## config.mk

```make
export PLATFORM = sky130hd
export DESIGN_NAME = quad_prot_slave
export DESIGN_NICKNAME = d
export VERILOG_FILES = /design/src/rtl/qsl_pkg.sv /design/src/rtl/qsl_edge.sv /design/src/rtl/qsl_ctl.sv /design/src/rtl/qsl_reg.sv /design/src/rtl/quad_prot_slave.sv
export SDC_FILE = /design/constraint.sdc
export NUM_CORES = 1
export LEC_CHECK = 0
export ABC_CLOCK_PERIOD_IN_PS = 3450
export BUFFER_PORTS_ARGS = -buffer_cell sky130_fd_sc_hd__buf_2
export CAP_MARGIN = 25
export CORE_UTILIZATION = 40
export DETAILED_ROUTE_END_ITERATION = 8
export GPL_TIMING_DRIVEN = 0
export PLACE_DENSITY = 0.59
export SLEW_MARGIN = 20
export SYNTH_ARGS = -nofsm -noshare
export SYNTH_HDL_FRONTEND = slang
export SYNTH_SLANG_ARGS = --single-unit
```

## constraint.sdc

```tcl
create_clock -name clk_i -period 3.45 [get_ports clk_i]
set_input_delay 0.1725 -clock clk_i [delete_from_list [all_inputs] [get_ports clk_i]]
set_output_delay 0.1725 -clock clk_i [all_outputs]
set_load 0.01 [all_outputs]
```

## src/rtl/qsl_pkg.sv

```systemverilog
package qsl_pkg;
  localparam logic [7:0] OPC_READ  = 8'h72;
  localparam logic [7:0] OPC_WRITE = 8'h42;

  typedef enum logic [1:0] {
    PH_OPC,
    PH_RD,
    PH_WR,
    PH_SKIP
  } phase_e;
endpackage

```

## src/rtl/qsl_edge.sv

```systemverilog
module qsl_edge (
  input  logic clk_i,
  input  logic rst_ni,
  input  logic sck_i,
  input  logic cs_ni,
  output logic sck_rise_o,
  output logic sck_fall_o,
  output logic cs_end_o
);
  logic sck_q, cs_q;

  always_ff @(posedge clk_i or negedge rst_ni) begin
    if (!rst_ni) begin
      sck_q <= 1'b0;
      cs_q  <= 1'b1;
    end else begin
      sck_q <= sck_i;
      cs_q  <= cs_ni;
    end
  end

  assign sck_rise_o = ~cs_ni & sck_i & ~sck_q;
  assign sck_fall_o = ~cs_ni & ~sck_i & sck_q;
  assign cs_end_o   = cs_ni & ~cs_q;
endmodule

```

## src/rtl/qsl_ctl.sv

```systemverilog
module qsl_ctl
  import qsl_pkg::*;
#(
  parameter int NIBS = 12
) (
  input  logic       clk_i,
  input  logic       rst_ni,
  input  logic       cs_ni,
  input  logic       sck_rise_i,
  input  logic [3:0] sio_i,
  output phase_e     phase_o,
  output logic       rd_start_o,
  output logic       wr_shift_o,
  output logic       wr_exact_o
);
  localparam int CW = $clog2(NIBS + 2);
  localparam logic [CW-1:0] CNT_MAX = CW'(NIBS + 1);
  localparam logic [CW-1:0] CNT_OK  = CW'(NIBS);

  phase_e          phase_q;
  logic [3:0]      opc_hi_q;
  logic            opc_half_q;
  logic [CW-1:0]   wr_cnt_q;
  logic [7:0]      opc;

  assign opc = {opc_hi_q, sio_i};

  always_ff @(posedge clk_i or negedge rst_ni) begin
    if (!rst_ni) begin
      phase_q    <= PH_OPC;
      opc_hi_q   <= 4'h0;
      opc_half_q <= 1'b0;
      wr_cnt_q   <= '0;
    end else if (cs_ni) begin
      phase_q    <= PH_OPC;
      opc_half_q <= 1'b0;
      wr_cnt_q   <= '0;
    end else if (sck_rise_i) begin
      unique case (phase_q)
        PH_OPC: begin
          if (!opc_half_q) begin
            opc_hi_q   <= sio_i;
            opc_half_q <= 1'b1;
          end else begin
            case (opc)
              OPC_READ:  phase_q <= PH_RD;
              OPC_WRITE: phase_q <= PH_WR;
              default:   phase_q <= PH_SKIP;
            endcase
          end
        end
        PH_WR: if (wr_cnt_q != CNT_MAX) wr_cnt_q <= wr_cnt_q + 1'b1;
        default: ;
      endcase
    end
  end

  assign phase_o    = phase_q;
  assign rd_start_o = sck_rise_i & (phase_q == PH_OPC) & opc_half_q & (opc == OPC_READ);
  assign wr_shift_o = sck_rise_i & (phase_q == PH_WR);
  assign wr_exact_o = (wr_cnt_q == CNT_OK);
endmodule

```

## src/rtl/qsl_reg.sv

```systemverilog
module qsl_reg
  import qsl_pkg::*;
#(
  parameter int                  REG_BITS  = 48,
  parameter logic [REG_BITS-1:0] RESET_VAL = '1
) (
  input  logic                clk_i,
  input  logic                rst_ni,
  input  logic                cs_ni,
  input  logic                cs_end_i,
  input  logic                sck_fall_i,
  input  phase_e              phase_i,
  input  logic                rd_start_i,
  input  logic                wr_shift_i,
  input  logic                wr_exact_i,
  input  logic [3:0]          sio_i,
  output logic [REG_BITS-1:0] prot_o,
  output logic [3:0]          sio_o,
  output logic                sio_oe_o
);
  logic [REG_BITS-1:0] prot_q, wr_sh_q, rd_sh_q;
  logic [3:0]          sio_q;
  logic                oe_q;

  // Write staging: applied only at chip-select release with an exact count.
  always_ff @(posedge clk_i or negedge rst_ni) begin
    if (!rst_ni) begin
      prot_q  <= RESET_VAL;
      wr_sh_q <= '0;
    end else begin
      if (wr_shift_i) wr_sh_q <= {wr_sh_q[REG_BITS-5:0], sio_i};
      if (cs_end_i && phase_i == PH_WR && wr_exact_i) prot_q <= wr_sh_q;
    end
  end

  // Read shifter: zeros enter at the bottom, so the tail reads as 0x0.
  always_ff @(posedge clk_i or negedge rst_ni) begin
    if (!rst_ni) begin
      rd_sh_q <= '0;
      sio_q   <= 4'h0;
      oe_q    <= 1'b0;
    end else if (cs_ni) begin
      oe_q <= 1'b0;
    end else if (rd_start_i) begin
      rd_sh_q <= prot_q;
    end else if (sck_fall_i && phase_i == PH_RD) begin
      sio_q   <= rd_sh_q[REG_BITS-1 -: 4];
      rd_sh_q <= {rd_sh_q[REG_BITS-5:0], 4'h0};
      oe_q    <= 1'b1;
    end
  end

  assign prot_o   = prot_q;
  assign sio_o    = sio_q;
  assign sio_oe_o = oe_q;
endmodule

```

## src/rtl/quad_prot_slave.sv

```systemverilog
module quad_prot_slave
  import qsl_pkg::*;
#(
  parameter int                  REG_BITS  = 48,
  parameter logic [REG_BITS-1:0] RESET_VAL = '1
) (
  input  logic                clk_i,
  input  logic                rst_ni,
  input  logic                sck_i,
  input  logic                cs_ni,
  input  logic [3:0]          sio_i,
  output logic [3:0]          sio_o,
  output logic                sio_oe_o,
  output logic [REG_BITS-1:0] prot_o
);
  localparam int NIBS = REG_BITS / 4;

  logic   sck_rise, sck_fall, cs_end;
  logic   rd_start, wr_shift, wr_exact;
  phase_e phase;

  qsl_edge u_edge (
    .clk_i      (clk_i),
    .rst_ni     (rst_ni),
    .sck_i      (sck_i),
    .cs_ni      (cs_ni),
    .sck_rise_o (sck_rise),
    .sck_fall_o (sck_fall),
    .cs_end_o   (cs_end)
  );

  qsl_ctl #(.NIBS(NIBS)) u_ctl (
    .clk_i      (clk_i),
    .rst_ni     (rst_ni),
    .cs_ni      (cs_ni),
    .sck_rise_i (sck_rise),
    .sio_i      (sio_i),
    .phase_o    (phase),
    .rd_start_o (rd_start),
    .wr_shift_o (wr_shift),
    .wr_exact_o (wr_exact)
  );

  qsl_reg #(.REG_BITS(REG_BITS), .RESET_VAL(RESET_VAL)) u_reg (
    .clk_i      (clk_i),
    .rst_ni     (rst_ni),
    .cs_ni      (cs_ni),
    .cs_end_i   (cs_end),
    .sck_fall_i (sck_fall),
    .phase_i    (phase),
    .rd_start_i (rd_start),
    .wr_shift_i (wr_shift),
    .wr_exact_i (wr_exact),
    .sio_i      (sio_i),
    .prot_o     (prot_o),
    .sio_o      (sio_o),
    .sio_oe_o   (sio_oe_o)
  );
endmodule

```

Word level (Yosys, flattened, before mapping) --
Index checks and enable logic that the tools add are counted.
Operators by class: $add $sub $neg 1, eq/ne operators 7, multiplexer cells 17, bitwise gates (word level) 15, reductions and logical operators 18
Operators by type and width (count):
- $mux W48 | 2
- $eq A8 B7 Y1 const B | 2
- $mux W4 | 4
- $reduce_bool A2 Y1 | 7
- $and A1 B1 Y1 | 9
- $reduce_and A3 Y1 | 3
- $mux W2 | 4
- $mux W1 | 6
- $not A1 Y1 | 6
- $reduce_and A2 Y1 | 3
- $add A4 B1 Y4 const B | 1
- $eq A4 B4 Y1 const B | 1
- $ne A4 B4 Y1 const B | 1
- $pmux W2 S2 | 1
- $reduce_and A4 Y1 | 1
- $logic_and A1 B1 Y1 | 3
- $eq A2 B1 Y1 const B | 1
- $eq A2 B2 Y1 const B | 1
- $logic_not A2 Y1 | 1
- $ne A2 B2 Y1 const B | 1
Storage, ports and cells: register bits after elaboration 162, input port bits 8

Depth between registers and ports, before layout --
word-level depth 8, gate-level depth with buffers 8, gate-level depth less buffers 6

By module --
Synthesis repeated with hierarchy kept, for this count alone.
Unflattened totals: cell total of the unflattened synthesis 432, area total of the unflattened synthesis 6917.9 um^2
By module, submodules not included:
- qsl_reg | instances 1, cells each 371, area an instance 6253.5 um^2
- qsl_ctl | instances 1, cells each 56, area an instance 591.8 um^2
- qsl_edge | instances 1, cells each 5, area an instance 72.6 um^2

Worst setup path after synthesis --
OpenSTA, ideal clock, no wires.
kind reg2reg, start point register u_edge.sck_q, end point register u_reg.rd_sh_q[38], setup time 0.125 ns, arrival time 1.836 ns, required time 3.325 ns, slack 1.489 ns, cell stages (with the launch flop) 8, cell sequence dfrtp_1 -> nor4b_4 -> nand3_1 -> or3_1 -> clkbuf_1 -> buf_6 -> buf_6 -> mux2_4
On the way: cells in the longest elaborated chain, start to end 7
RTL lines:
- start, declared | line qsl_edge.sv:10 | logic sck_q, cs_q;
- start signal, assigned | line qsl_edge.sv:17 | sck_q <= sck_i;
- $not A1 Y1 | line qsl_edge.sv:22 | assign sck_rise_o = ~cs_ni & sck_i & ~sck_q;
- $and A1 B1 Y1 | line qsl_edge.sv:22
- $and A1 B1 Y1 (3 in a row) | line qsl_ctl.sv:59 | assign rd_start_o = sck_rise_i & (phase_q == PH_OPC) & opc_half_q & (opc == OPC_READ);
- $reduce_bool A2 Y1 (no line)
- $reduce_and A2 Y1 (no line)
- end signal, assigned | line qsl_reg.sv:45 | rd_sh_q <= prot_q;
- end signal, assigned | line qsl_reg.sv:48 | rd_sh_q <= {rd_sh_q[REG_BITS-5:0], 4'h0};
- end, declared | line qsl_reg.sv:21 | logic [REG_BITS-1:0] prot_q, wr_sh_q, rd_sh_q;
Several ways; a longest one is shown, not always the timed one. A chain may end at the register's enable or synchronous reset.

Worst setup path in the final report --
start point input port cs_ni, end point register u_reg.rd_sh_q[16]
On the way: cells in the longest elaborated chain, start to end 8
RTL lines:
- start, declared | line quad_prot_slave.sv:10 | input logic cs_ni,
- $not A1 Y1 (no line) *
- $and A1 B1 Y1 (2 in a row) | line qsl_edge.sv:22
- $and A1 B1 Y1 (3 in a row) | line qsl_ctl.sv:59
- $reduce_bool A2 Y1 (no line)
- $reduce_and A2 Y1 (no line)
Every way passes the cells marked *; elsewhere a longest branch is shown, timed or not.

==> metrics.cfg <==
[sta]
min_period_ns=2.367
rsz0062_at_grt=no
fmax_ghz=0.4224
drv_slew=0
hold_slack_ns=0.02957
hold_viol=0
tightest_slew_ns=0.8455
fin_ws_ns=1.083
fin_skew_ns=0.005820
layout_worst_path_cycle_share_pct=68.62
max_slew_margin_pct=43.11
setup_tns_ns=0
setup_viol=0

[route]
wl_per_cell_um=16.90
ant_nets=0
drt_pass1_iterations=4
routed_wirelength_um=12890
drt_iter0_drc=133
via_per_inst=4.900
vias=3739
drc=0

[clock_tree]
numCtsBuffers=17
cts-resized-gates=0
clock_path_buffers=2
cts.sinks=162
clk_pin_slew_ns=0.06
clock_latency_ns=0.42
cts-root-buf=clkbuf_16
htree_levels=4
cts_tree=built

[floorplan]
die_x_um=132.2
core_um2=16580
die_h_um=132.2
start_util_pct=40.92
die_area_um2=17490
rows=47
io_pins=61

[job]
cap_violations=0

[synth]
synth-main-ff-cell=dfrtp_1
synth_edf_count=0
async_flop_share_pct=100.0
synthesis.nets=457
ys_seq_elements=162
syn_avg_cell_area_um2=15.21
synth_largest_area_cell=dfrtp_1
synth_area_leaders=dfrtp_1, mux2_2, dfstp_2
ys_seq_area_share_pct=60.65
syn_inst=446
syn_area_um2=6785
ys_types=31
netlist.area_leader.share_pct=41.67
synth-warning-count=0

[layout]
syn_to_final_growth_pct=18.57
post-route-util_pct=48.51
n_antenna_cell=0
drive_above_1_share_pct=62.62
postLayoutCellArea_um2=8045
stdcell_count=763
final_nets=541

[setup_path]
path_class=primary input to register
r2r_start=u_ctl.phase_o[0]$_DFFE_PN0P_
endpoint=u_reg.rd_sh_q[16]$_DFFE_PN0P_
critPathArrivalTime_ns=2.67
r2r-end=u_reg.prot_o[45]$_DFFE_PN1P_
r2r_cells=4
r2r_slack_ns=1.18
cp-end-kind=register
crit_start=cs_ni
start_kind=primary input
cp_max_fo=10
cp.required_ns=3.75

[power]
p_per_area_nw_per_um2=490.5
ir_drop_v=0.0003322
p_total_mw=3.946
leakagePower_nw=4.062

[placement]
dp_hpwl_um=8751
io_buffer_count=60
globalplace.congestion=0.7434
dp_cells=727
post_dp_cell_area_um2=7398
post-place-ws_ns=1.138

[min_path]
hold_path.class=primary input to register

[grt]
grt_use_met1_pct=21.37
grt_use_met3_pct=4.306
overflow=0
grt_pass1_vias=4045
grt_max_degree=86
grt_pass1_wl_um=21600
antenna_found_initial=0
busiest_layer=met2
use_met2_pct=25.66
grtUsageTotal_pct=16.27

[outcome]
outcome=completed

-- worst max-delay path: stages --
cell and delay (ns):
dlygate4sd3_1 0.53, buf_2 0.13, buf_6 0.13, nor4b_1 0.35
and2_1 0.18, clkbuf_1 0.20, buf_2 0.34, mux2_2 0.37
mux2_2 0.26
-- cell families after synthesis --
logic type                 share of synthesized area, %
adders and majority gates                        0.5533
DFF                                               60.65
and+or+nand+nor                                   3.817
muxes                                             31.70
buffers and inverters                             2.360
xor gates and xnor gates                         0.1291
AOI/OAI and AO/OA                                0.7929
-- worst min-delay path by stage --
stage	to	slack (ns)	startpoint	cells after the start
after CTS	u_ctl.opc_hi_q[2]$_DFFE_PN0P_	0.009	sio_i[2]	2
after global routing	u_ctl.opc_hi_q[2]$_DFFE_PN0P_	0.03	sio_i[2]	2
after global placement	u_edge.cs_q$_DFF_PN1_	0.30	cs_ni	1
final	u_ctl.opc_hi_q[2]$_DFFE_PN0P_	0.03	sio_i[2]	2
after detailed placement	u_reg.sio_o[2]$_DFFE_PN0P_	0.22	rst_ni	1
after floorplan	u_ctl.opc_half_q$_DFFE_PN0P_	-0.12	rst_ni	0
-- power by group --
part	leakage, nW	total, mW	internal (mW)	switching, mW
Combinational	1.70	0.0860	0.0326	0.0534
Clock	0.292	1.92	1.19	0.731
Sequential	2.07	1.94	1.92	0.0141
Total	4.06	3.95	3.15	0.798
-- cell type report --
class	instances	area (um^2)
fill	1504	8538
sequential	162	4115
multi-input combinational	252	2510
clock buffer	22	474.2
timing repair buffer	65	377.9
tap	220	275.3
clock inverter	10	132.6
buffer	23	126.4
inverter	9	33.78
-- flip-flops by register name, summed over array words and instances, names as in the netlist, 2 cells and up --
name,flops
u_ctl.opc_hi_q,4
u_ctl.wr_cnt_q,4
u_ctl.phase_o,2
u_reg.rd_sh_q,48
u_reg.wr_sh_q,48
u_reg.prot_o,48
u_reg.sio_o,4
-- metal layers --
metal  up-vias  routed length, um
met3        21                423
met4         0                234
met2        65               6146
li1       1739                  -
met5         -                  0
met1      1914               6089
-- synth_stat cells (2+ instances only) --
library cell  count
dfstp_2          49
a21oi_1           2
buf_2            14
and2_1            2
and3_1            3
a21o_1            2
mux2i_1           6
buf_6             3
nand2_1          26
mux2_2          176
nand3_1           2
dfrtp_1         113
ha_1              3
inv_1             9
nor2_1            4
mux2_1            3
nor4b_1           2
nand2b_1          2
mux2_4            5
o21ai_0           4
clkbuf_1          6
-- repair_timing --
action	4_1_cts	5_1_grt
hold buffers	4	0
buffers inserted	0	0
endpoints found under the hold margin	61	0
-- cell usage in the layout, fill, tap and decap left out, types with 2 or more instances in the layout --
cell type and instances:
mux2_4 5, nand2_1 26, and2_1 2, dlygate4sd3_1 4
buf_6 3, nand2b_1 2, clkinvlp_4 3, buf_2 73
a21o_1 2, and3_1 3, dfrtp_1 113, clkinv_2 4
mux2_1 3, bufinv_16 3, mux2_2 176, nor2_1 4
dfstp_2 49, nand3_1 2, nor4b_1 2, a21oi_1 2
inv_1 9, o21ai_0 4, clkbuf_1 8, mux2i_1 6
clkbuf_16 17, clkbuf_8 3, ha_1 3
Power figures use the tool's default switching activity.
